File: config.mk
export PLATFORM = sky130hd
export DESIGN_NAME = own_ctrl
export DESIGN_NICKNAME = d
export VERILOG_FILES = /design/src/rtl/own_pkg.sv /design/src/rtl/own_arb.sv /design/src/rtl/own_prot.sv /design/src/rtl/own_rd.sv /design/src/rtl/own_ctrl.sv
export SDC_FILE = /design/constraint.sdc
export NUM_CORES = 1
export LEC_CHECK = 0
export ABC_AREA = 1
export BUFFER_PORTS_ARGS = -buffer_cell sky130_fd_sc_hd__buf_2
export CORE_AREA = 2 2 70 72
export CTS_CLUSTER_SIZE = 16
export DETAILED_ROUTE_END_ITERATION = 10
export DIE_AREA = 0 0 72 74
export HOLD_SLACK_MARGIN = 0.05
export PLACE_DENSITY_LB_ADDON = 0.15
export SYNTH_ARGS = -nofsm -noshare
export SYNTH_HDL_FRONTEND = slang
export SYNTH_SLANG_ARGS = --single-unit
File: constraint.sdc
create_clock -name clk -period 1.3 [get_ports clk]
set_input_delay 0.26 -clock clk [delete_from_list [all_inputs] [get_ports clk]]
set_output_delay 0.26 -clock clk [all_outputs]
set_load 0.02 [all_outputs]
File: src/rtl/own_pkg.sv
package own_pkg;
   localparam int OWN_W   = 2;
   localparam int SEL_ADDR    = 0;
   localparam int PROT_ADDR   = 1;
   localparam int COMMIT_ADDR = 2;
   localparam int LOCK_ADDR   = 3;
   localparam int KERR_ADDR   = 4;
   localparam logic [31:0] KEY_WORD = 32'h93A5CE70;

   typedef enum logic [OWN_W-1:0] {
      OWN_M1_OPEN0 = 2'b00,
      OWN_M1_EXCL  = 2'b01,
      OWN_M2_EXCL  = 2'b10,
      OWN_M1_OPEN1 = 2'b11
   } own_t;

   // bit 0 fetch, bit 1 cpu write, bit 2 dma write
   typedef struct packed {
      logic dma_wr;
      logic cpu_wr;
      logic fetch;
   } prot_t;

   localparam int PROT_W = $bits(prot_t);
endpackage

File: src/rtl/own_arb.sv
module own_arb
   import own_pkg::*;
#(
   parameter int DATA_W = 32,
   parameter int ADDR_W = 3,
   parameter bit M2_EXCL_BLOCKS_M1 = 1'b1
) (
   input  logic                         clk,
   input  logic                         rst_n,
   input  logic [1:0]                   we,
   input  logic [1:0][ADDR_W-1:0]       addr,
   input  logic [1:0][DATA_W-1:0]       wdata,
   output own_t                         owner,
   output logic                         key_err
);
   logic [1:0] hit, key_ok, allow, take;

   for (genvar i = 0; i < 2; i++) begin : g_mst
      assign hit[i]    = we[i] && (addr[i] == ADDR_W'(SEL_ADDR));
      assign key_ok[i] = (wdata[i][DATA_W-1:2] == KEY_WORD[DATA_W-1:2]);
      assign take[i]   = hit[i] & key_ok[i] & allow[i];
   end

   // master 2 may only name itself and is shut out by master-1 exclusive
   assign allow[1] = (wdata[1][1:0] == OWN_M2_EXCL) && (owner != OWN_M1_EXCL);

   if (M2_EXCL_BLOCKS_M1) begin : g_sym
      assign allow[0] = (wdata[0][1:0] != OWN_M2_EXCL) && (owner != OWN_M2_EXCL);
   end else begin : g_asym
      assign allow[0] = (wdata[0][1:0] != OWN_M2_EXCL);
   end

   always_ff @(posedge clk or negedge rst_n) begin
      if (!rst_n) begin
         owner   <= OWN_M1_OPEN0;
         key_err <= 1'b0;
      end else begin
         if (take[0])      owner <= own_t'(wdata[0][1:0]);
         else if (take[1]) owner <= own_t'(wdata[1][1:0]);
         if (|(hit & ~key_ok)) key_err <= 1'b1;
      end
   end

   AST_BADKEY_HOLD: assert property (@(posedge clk) disable iff (!rst_n)
      ((|(hit & ~key_ok)) && !(|take)) |=> $stable(owner));
   AST_KERR_STICKY: assert property (@(posedge clk) disable iff (!rst_n)
      key_err |=> key_err);
   AST_M2_SHUT_OUT: assert property (@(posedge clk) disable iff (!rst_n)
      (owner == OWN_M1_EXCL) |=> (owner != OWN_M2_EXCL));
   AST_M2_NAMES_OTHER: assert property (@(posedge clk) disable iff (!rst_n)
      (hit[1] && wdata[1][1:0] != OWN_M2_EXCL && !hit[0]) |=> $stable(owner));
   AST_M1_NAMES_OTHER: assert property (@(posedge clk) disable iff (!rst_n)
      (hit[0] && wdata[0][1:0] == OWN_M2_EXCL && !hit[1]) |=> $stable(owner));
endmodule

File: src/rtl/own_prot.sv
module own_prot
   import own_pkg::*;
#(
   parameter int ADDR_W = 3
) (
   input  logic                         clk,
   input  logic                         rst_n,
   input  logic [1:0]                   cfg_wen,
   input  logic [1:0]                   we,
   input  logic [1:0][ADDR_W-1:0]       addr,
   input  logic [1:0][PROT_W-1:0]       wdata,
   output prot_t                        prot,
   output logic                         commit,
   output logic                         lock
);
   logic [1:0]        own_hit;
   logic              ow_we;
   logic [ADDR_W-1:0] ow_addr;
   logic [PROT_W-1:0] ow_data;

   for (genvar i = 0; i < 2; i++) begin : g_gate
      assign own_hit[i] = we[i] & cfg_wen[i];
   end

   always_comb begin
      ow_we   = 1'b0;
      ow_addr = '0;
      ow_data = '0;
      for (int i = 0; i < 2; i++) begin
         if (own_hit[i]) begin
            ow_we   = 1'b1;
            ow_addr = addr[i];
            ow_data = wdata[i];
         end
      end
   end

   always_ff @(posedge clk or negedge rst_n) begin
      if (!rst_n) begin
         prot   <= '0;
         commit <= 1'b0;
         lock   <= 1'b0;
      end else if (ow_we) begin
         if (ow_addr == ADDR_W'(PROT_ADDR) && !commit)             prot   <= prot_t'(ow_data);
         if (ow_addr == ADDR_W'(COMMIT_ADDR) && !lock && ow_data[0]) commit <= 1'b1;
         if (ow_addr == ADDR_W'(LOCK_ADDR) && ow_data[0])           lock   <= 1'b1;
      end
   end

   AST_PROT_FROZEN: assert property (@(posedge clk) disable iff (!rst_n)
      commit |=> $stable(prot));
   AST_COMMIT_FROZEN: assert property (@(posedge clk) disable iff (!rst_n)
      lock |=> $stable(commit));
   AST_LOCK_ONE_WAY: assert property (@(posedge clk) disable iff (!rst_n)
      lock |=> lock);
   AST_FOREIGN_IGNORED: assert property (@(posedge clk) disable iff (!rst_n)
      (we[1] && !cfg_wen[1] && !we[0]) |=> ($stable(prot) && $stable(commit) && $stable(lock)));
endmodule

File: src/rtl/own_rd.sv
module own_rd
   import own_pkg::*;
#(
   parameter int DATA_W = 32,
   parameter int ADDR_W = 3
) (
   input  logic [ADDR_W-1:0] addr,
   input  own_t              owner,
   input  prot_t             prot,
   input  logic              commit,
   input  logic              lock,
   input  logic              key_err,
   output logic [DATA_W-1:0] rdata
);
   always_comb begin
      rdata = '0;
      case (addr)
         ADDR_W'(SEL_ADDR):    rdata = DATA_W'(owner);
         ADDR_W'(PROT_ADDR):   rdata = DATA_W'(prot);
         ADDR_W'(COMMIT_ADDR): rdata = DATA_W'(commit);
         ADDR_W'(LOCK_ADDR):   rdata = DATA_W'(lock);
         ADDR_W'(KERR_ADDR):   rdata = DATA_W'(key_err);
         default:              rdata = '0;
      endcase
   end
endmodule

File: src/rtl/own_ctrl.sv
module own_ctrl
   import own_pkg::*;
#(
   parameter int DATA_W = 32,
   parameter int ADDR_W = 3,
   parameter bit M2_EXCL_BLOCKS_M1 = 1'b1
) (
   input  logic              clk,
   input  logic              rst_n,
   input  logic              m1_we,
   input  logic [ADDR_W-1:0] m1_addr,
   input  logic [DATA_W-1:0] m1_wdata,
   output logic [DATA_W-1:0] m1_rdata,
   input  logic              m2_we,
   input  logic [ADDR_W-1:0] m2_addr,
   input  logic [DATA_W-1:0] m2_wdata,
   output logic [DATA_W-1:0] m2_rdata,
   output logic [1:0]        owner_sel,
   output logic [1:0]        cfg_wen,
   output logic              fetch_dis,
   output logic              cpu_wr_dis,
   output logic              dma_wr_dis
);
   initial begin
      assert (DATA_W == 32) else $fatal(1, "own_ctrl: DATA_W must be 32 for the key");
      assert (ADDR_W >= 3)  else $fatal(1, "own_ctrl: ADDR_W must reach address 4");
   end

   logic [1:0]              we_v;
   logic [1:0][ADDR_W-1:0]  addr_v;
   logic [1:0][DATA_W-1:0]  wdata_v;
   logic [1:0][PROT_W-1:0]  pdata_v;
   logic [1:0][DATA_W-1:0]  rdata_v;
   own_t                    owner;
   prot_t                   prot;
   logic                    commit, lock, key_err;

   assign we_v    = {m2_we, m1_we};
   assign addr_v  = {m2_addr, m1_addr};
   assign wdata_v = {m2_wdata, m1_wdata};

   for (genvar i = 0; i < 2; i++) begin : g_port
      assign pdata_v[i] = wdata_v[i][PROT_W-1:0];
      own_rd #(.DATA_W(DATA_W), .ADDR_W(ADDR_W)) u_rd (
         .addr(addr_v[i]), .owner(owner), .prot(prot), .commit(commit),
         .lock(lock), .key_err(key_err), .rdata(rdata_v[i]));
   end

   own_arb #(.DATA_W(DATA_W), .ADDR_W(ADDR_W), .M2_EXCL_BLOCKS_M1(M2_EXCL_BLOCKS_M1)) u_arb (
      .clk(clk), .rst_n(rst_n), .we(we_v), .addr(addr_v), .wdata(wdata_v),
      .owner(owner), .key_err(key_err));

   assign cfg_wen[1] = (owner == OWN_M2_EXCL);
   assign cfg_wen[0] = !cfg_wen[1];

   own_prot #(.ADDR_W(ADDR_W)) u_prot (
      .clk(clk), .rst_n(rst_n), .cfg_wen(cfg_wen), .we(we_v), .addr(addr_v),
      .wdata(pdata_v), .prot(prot), .commit(commit), .lock(lock));

   assign m1_rdata   = rdata_v[0];
   assign m2_rdata   = rdata_v[1];
   assign owner_sel  = owner;
   assign fetch_dis  = prot.fetch;
   assign cpu_wr_dis = prot.cpu_wr;
   assign dma_wr_dis = prot.dma_wr;
endmodule

==> flow_metrics.env, run 1 <==
export IMPL_reg2reg_depth=9
export IMPL_m1WireLength_um=1890
export IMPL_setup_viol=8
export IMPL_first_pass_iters=4
export IMPL_via_per_inst=4.25
export IMPL_grt_setup_unrepaired="true"
export IMPL_drc=0
export IMPL_root_buffer="clkbuf_8"
export IMPL_avgRoutedWirePerCell_um=9.86
export IMPL_synth_area_um2=1710
export IMPL_worstHoldPathType="in2reg"
export IMPL_worstPathMaxFanout=3
export IMPL_avgSynthCellArea_um2=5.45
export IMPL_powerDensity_nw_per_um2=477
export IMPL_htree_levels=1
export IMPL_top_layer_used="met4"
export IMPL_final_hold_violation_count=0
export IMPL_reg2reg_to="u_prot.prot[0]"
export IMPL_fin_ws_ns=-0.112
export IMPL_worstSetupEndpointType="primary output"
export IMPL_slew_viol_final=0
export IMPL_wl_um=4620
export IMPL_rr_startpoint="u_arb.owner[1]"
export IMPL_yosysUniqueCellTypes=24
export IMPL_cp_common_cell="o2111ai_2"
export IMPL_route_met3_wl_um=370
export IMPL_setup_worst_path_start_class="flip-flop"
export IMPL_post_route_period_util_pct=109
export IMPL_layout_commonest_cell="nand2_1"
export IMPL_min_delay_start="m1_wdata[0]"
export IMPL_worst_ir_drop_vdd_mv=0.388
export IMPL_postLayoutCoreUtil_pct=49.5
export IMPL_die_y_um=74
export IMPL_overflow=0
export IMPL_skew_ns=0.00301
export IMPL_path_clk_slew_ns=0.05
export IMPL_period_minus_slack_ns=1.41
export IMPL_path_cells="o2111ai_2 > o2111ai_2 > buf_6"
export IMPL_synth_seq_cells=8
export IMPL_fp_dieW_um=72
export IMPL_cts_buffer_depth=2
export IMPL_grt_pass1_wl_um=6880
export IMPL_outcome="finished, violations left"
export IMPL_io_pin_count=145
export IMPL_core_area_um2=4600
export IMPL_cts_tree="yes"
export IMPL_insertion_delay_ns=0.24
export IMPL_die_area_um2=5330
export IMPL_path_class="reg2out"
export IMPL_grt_max_degree=9
export IMPL_finalPower_uw=1090
export IMPL_reg2reg_setup_slack_ns=-0.06
export IMPL_n_antenna_cell=0
export IMPL_vias=1991
export IMPL_maxCapViolCount=0
export IMPL_syn2layout_area_growth_pct=33.1
export IMPL_grt_pass1_vias=1683
export IMPL_worstPathArrival_ns=1.15
export IMPL_drive_above_1_share_pct=32.1
export IMPL_mostFrequentLayoutCells="81 x nand2_1, 79 x buf_2, 58 x conb_1"
export IMPL_cts_buffers=3
export IMPL_antenna_left=0
export IMPL_grt_usage_pct=16.2
export IMPL_yosysWarnings=0
export IMPL_whs_endpoint="u_arb.owner[0]"
export IMPL_synth_seq_area_share_pct=11.7
export IMPL_place_port_buffers=86
export IMPL_gp_congestion=0.823
export IMPL_violations="negative setup slack"
export IMPL_whs_path_depth=3
export IMPL_start_util_pct=37.2
export IMPL_critPathSlowestCell="dfrtp_1"
export IMPL_core_rowCount=25
export IMPL_nets=489
export IMPL_routed_wl_met2_um=2310
export IMPL_slowest_delay_ns=0.42
export IMPL_p_leak_uw=0.00134
export IMPL_cts_sink_count=8
export IMPL_antenna_found_initial=0
export IMPL_whs_ns=0.313
export IMPL_max_freq_ghz=0.708
export IMPL_hpwl_um=3860
export IMPL_first_iter_violations=35
export IMPL_critPathRequiredTime_ns=1.04
export IMPL_synthCells=314
-- cell families after synthesis --
kind of cell	Yosys count	share of synthesized area [%]
DFF	8	11.7
and+or+nand+nor	175	44.1
buffers and inverters	114	37.7
AOI/OAI and AO/OA	16	6.22
other	1	0.219
-- power breakdown --
part           total [µW]  internal, µW  switching (µW)
registers             250           250           0.181
clock network         338           215             124
logic                 498           162             336
total                1090           627             460
-- per-layer routing --
metal / GRT usage [%] / vias to the layer above
li1: - / 1038
met2: 30.8 / 97
met5: 0 / -
met1: 19.4 / 849
met4: 2.52 / 0
met3: 3.12 / 7
-- layout make-up --
type | count | area (µm²)
Multi-Input combinational cell | 249 | 1180
Timing Repair Buffer | 97 | 571
Tap cell | 54 | 67.6
Sequential cell | 8 | 201
Fill cell | 507 | 2320
Clock buffer | 4 | 45.0
Inverter | 56 | 215
-- sequential cells by signal, summed over array words and instances (netlist names) --
name / cells
u_arb.key_err: 1
u_prot.commit: 1
u_prot.lock: 1
u_arb.owner: 2
u_prot.prot: 3
-- critical path, delay by kind of cell (launching register included) --
kind                   cells  cell delay [ns]
AOI/OAI and AO/OA          2             0.35
buffers and inverters      1             0.15
DFF                        1             0.42
-- worst max path at each step --
stage / slack [ns] / startpoint / depth (start not counted) / end
2_1_floorplan: -0.003 / u_arb.owner[0] / 10 / u_prot.prot[0]
4_1_cts: -0.10 / u_prot.lock / 3 / m2_rdata[0]
6_report: -0.11 / u_prot.lock / 3 / m1_rdata[0]
3_3_place_gp: 0.02 / m2_addr[0] / 6 / m2_rdata[1]
5_1_grt: -0.15 / u_prot.lock / 3 / m1_rdata[0]
3_5_place_dp: 0.008 / m2_addr[1] / 5 / m2_rdata[0]
-- synth_stat cells (all sizes together) --
cell | count | area share (%)
nand2 | 89 | 21
buf | 58 | 25
inv | 56 | 12
nor2 | 53 | 12
nand3 | 20 | 6.1
dfrtp | 8 | 12
o21ai | 7 | 2.0
nor3 | 6 | 2.0
nand4 | 4 | 1.5
o2111ai | 4 | 2.0
o22ai | 4 | 1.8
nand3b | 2 | 0.88
a21oi | 1 | 0.29
and2 | 1 | 0.37
conb | 1 | 0.22
-- metrics by stage --
stage	cells	setup TNS, ns	instance area (µm²)	setup WS (ns)
final	468	-0.431	2280	-0.112
after global routing	468	-0.933	2280	-0.154
after CTS	466	-0.250	2170	-0.100
after detailed placement	457	0	2020	0.00816
after global placement	457	0	2020	0.0190
after floorplan	371	-0.00722	1930	-0.00279
-- repair_timing --
item / 4_1_cts / 5_1_grt
resized for setup: 18 / 23
hold buffers: 1 / 0
buffers inserted: 4 / 2
hold endpoints to repair: 8 / 0
pin swaps: 5 / 3
setup endpoints to repair: 6 / 15
Note: power is estimated with default switching activity, not from simulation.
==> run 2: changes to the inputs <==
--- a/config.mk
+++ b/config.mk
@@ -11,6 +11,7 @@
 export CTS_CLUSTER_SIZE = 16
 export DETAILED_ROUTE_END_ITERATION = 10
 export DIE_AREA = 0 0 72 74
+export GPL_TIMING_DRIVEN = 0
 export HOLD_SLACK_MARGIN = 0.05
 export PLACE_DENSITY_LB_ADDON = 0.15
 export SYNTH_ARGS = -nofsm -noshare
==> run 2 against run 1 <==
The flow still finishes with violations (negative setup slack); cell count is 12% higher; combinational power increased by 26%; critical path depth is 2 higher; hold slack better by 0.0031 ns; die area stayed put; sequential power is essentially flat; first-iteration DRC count rose by 86%; global-route usage grew 0.26 points; register-to-register slack hardly changed.
==> flow_metrics.env, run 2 (synthesized netlist as in run 1, its figures left out) <==
export IMPL_critPathSlowestCell="dfrtp_1"
export IMPL_nets=543
export IMPL_drc=0
export IMPL_mostFrequentLayoutCells="80 x nand2_1, 79 x buf_2, 65 x buf_4"
export IMPL_start_util_pct=37.2
export IMPL_path_clk_slew_ns=0.05
export IMPL_path_cells="inv_2 > nand2_2 > o2111ai_2 > o2111ai_2 > buf_6"
export IMPL_worstSetupEndpointType="primary output"
export IMPL_first_pass_iters=4
export IMPL_grt_pass1_wl_um=7110
export IMPL_maxCapViolCount=0
export IMPL_cp_common_cell="o2111ai_2"
export IMPL_core_area_um2=4600
export IMPL_slowest_delay_ns=0.40
export IMPL_antenna_left=0
export IMPL_post_route_period_util_pct=110
export IMPL_largest_register="u_prot.prot"
export IMPL_syn2layout_area_growth_pct=56.8
export IMPL_fin_ws_ns=-0.131
export IMPL_wl_um=4820
export IMPL_slew_viol_final=0
export IMPL_fp_dieW_um=72
export IMPL_worst_ir_drop_vdd_mv=0.404
export IMPL_gp_congestion=0.880
export IMPL_crit_buf_inv=2
export IMPL_grt_pass1_vias=1754
export IMPL_grt_setup_unrepaired="true"
export IMPL_htree_levels=1
export IMPL_path_class="reg2out"
export IMPL_root_buffer="clkbuf_8"
export IMPL_largest_reg_flops=3
export IMPL_layout_commonest_cell="nand2_1"
export IMPL_p_leak_uw=0.00164
export IMPL_via_per_inst=4.04
export IMPL_core_rowCount=25
export IMPL_final_hold_violation_count=0
export IMPL_die_y_um=74
export IMPL_die_area_um2=5330
export IMPL_max_freq_ghz=0.699
export IMPL_finalPower_uw=1200
export IMPL_worstPathArrival_ns=1.17
export IMPL_top_layer_used="met4"
export IMPL_hpwl_um=3960
export IMPL_insertion_delay_ns=0.23
export IMPL_crit_family="flip-flops"
export IMPL_route_met3_wl_um=441
export IMPL_fin_cells=522
export IMPL_reg2reg_setup_slack_ns=-0.05
export IMPL_vias=2107
export IMPL_grt_max_degree=9
export IMPL_setup_worst_path_start_class="flip-flop"
export IMPL_skew_ns=0.00614
export IMPL_violations="negative setup slack"
export IMPL_worstHoldPathType="in2reg"
export IMPL_period_minus_slack_ns=1.43
export IMPL_place_port_buffers=86
export IMPL_routed_wl_met2_um=2400
export IMPL_m1WireLength_um=1880
export IMPL_setup_viol=6
export IMPL_n_antenna_cell=0
export IMPL_avgRoutedWirePerCell_um=9.23
export IMPL_cts_buffers=3
export IMPL_grt_usage_pct=16.5
export IMPL_cts_buffer_depth=2
export IMPL_outcome="finished, violations left"
export IMPL_worstPathMaxFanout=3
export IMPL_dp_cells=511
export IMPL_reg_top3="u_prot.prot: 3 flops, u_arb.owner: 2 flops"
export IMPL_io_pin_count=145
export IMPL_first_iter_violations=65
export IMPL_overflow=0
export IMPL_critPathRequiredTime_ns=1.04
export IMPL_cts_sink_count=8
export IMPL_drive_above_1_share_pct=40.6
export IMPL_antenna_found_initial=0
export IMPL_powerDensity_nw_per_um2=446
export IMPL_cts_tree="yes"
run 2: cell count changes in the layout (fill, tap and decap cells not counted), moves of 2 or more:
cell / previous run / this run
o21ai_1: 2 / 0
inv_2: 5 / 3
nand2_4: 2 / 4
o21ai_2: 0 / 3
buf_4: 7 / 65
inv_4: 2 / 4
buf_6: 10 / 6
run 2: worst paths after layout:
kind / start / end / depth (start not counted)
worst max-delay path: u_prot.commit / m2_rdata[0] / 5
max in group asynchronous: rst_n / u_arb.owner[1] / 2
worst min register to register: u_prot.prot[1] / u_prot.prot[1] / 2
worst min-delay path: m1_wdata[0] / u_arb.owner[0] / 3
worst max register to register: u_arb.owner[1] / u_prot.prot[2] / 8
min in group asynchronous: rst_n / u_prot.prot[0] / 2
run 2: per-layer routing:
| layer | track usage [%] | vias to the layer above |
|---|---|---|
| met1 | 20.3 | 859 |
| met3 | 3.39 | 9 |
| met2 | 30.5 | 91 |
| li1 | - | 1148 |
| met5 | 0 | - |
| met4 | 2.52 | 0 |
run 2: final cells by class:
type / count / area [µm²]
Tap cell: 54 / 67.6
Sequential cell: 8 / 203
Multi-Input combinational cell: 249 / 1180
Timing Repair Buffer: 93 / 526
Buffer: 58 / 435
Fill cell: 468 / 1920
Clock buffer: 4 / 45.0
Inverter: 56 / 220
run 2: report_power, final:
| group | switching (µW) | internal [µW] |
|---|---|---|
| registers | 0.205 | 250 |
| clock network | 105 | 213 |
| logic | 357 | 272 |
run 2: stage by stage:
stage / util, % / setup TNS (ns) / hold WS [ns] / setup WS [ns] / area, µm²
6_report: 58.3 / -0.373 / 0.316 / -0.131 / 2680
5_1_grt: 58.3 / -0.998 / 0.324 / -0.172 / 2680
4_1_cts: 54.6 / -0.191 / 0.313 / -0.0924 / 2510
3_5_place_dp: 52.7 / -0.115 / 0.118 / -0.0317 / 2420
3_3_place_gp: 52.7 / -0.103 / 0.117 / -0.0282 / 2420
2_1_floorplan: - / -0.00722 / -0.0356 / -0.00279 / 1930
run 2: worst reg2reg max path, delay by kind of cell, from the launching register on:
kind | cells | cell delay [ns]
flip-flops | 1 | 0.42
buffers and inverters | 2 | 0.23
AND/OR/NAND/NOR | 5 | 0.41
AO/OA/AOI/OAI | 1 | 0.18
run 2: timing repair:
action,in CTS,in global routing
pin swaps,4,7
cloned,0,0
gates resized for setup,7,36
setup endpoints to repair,9,11
buffers inserted,3,3
endpoints found under the hold margin,8,0
hold buffers,1,0
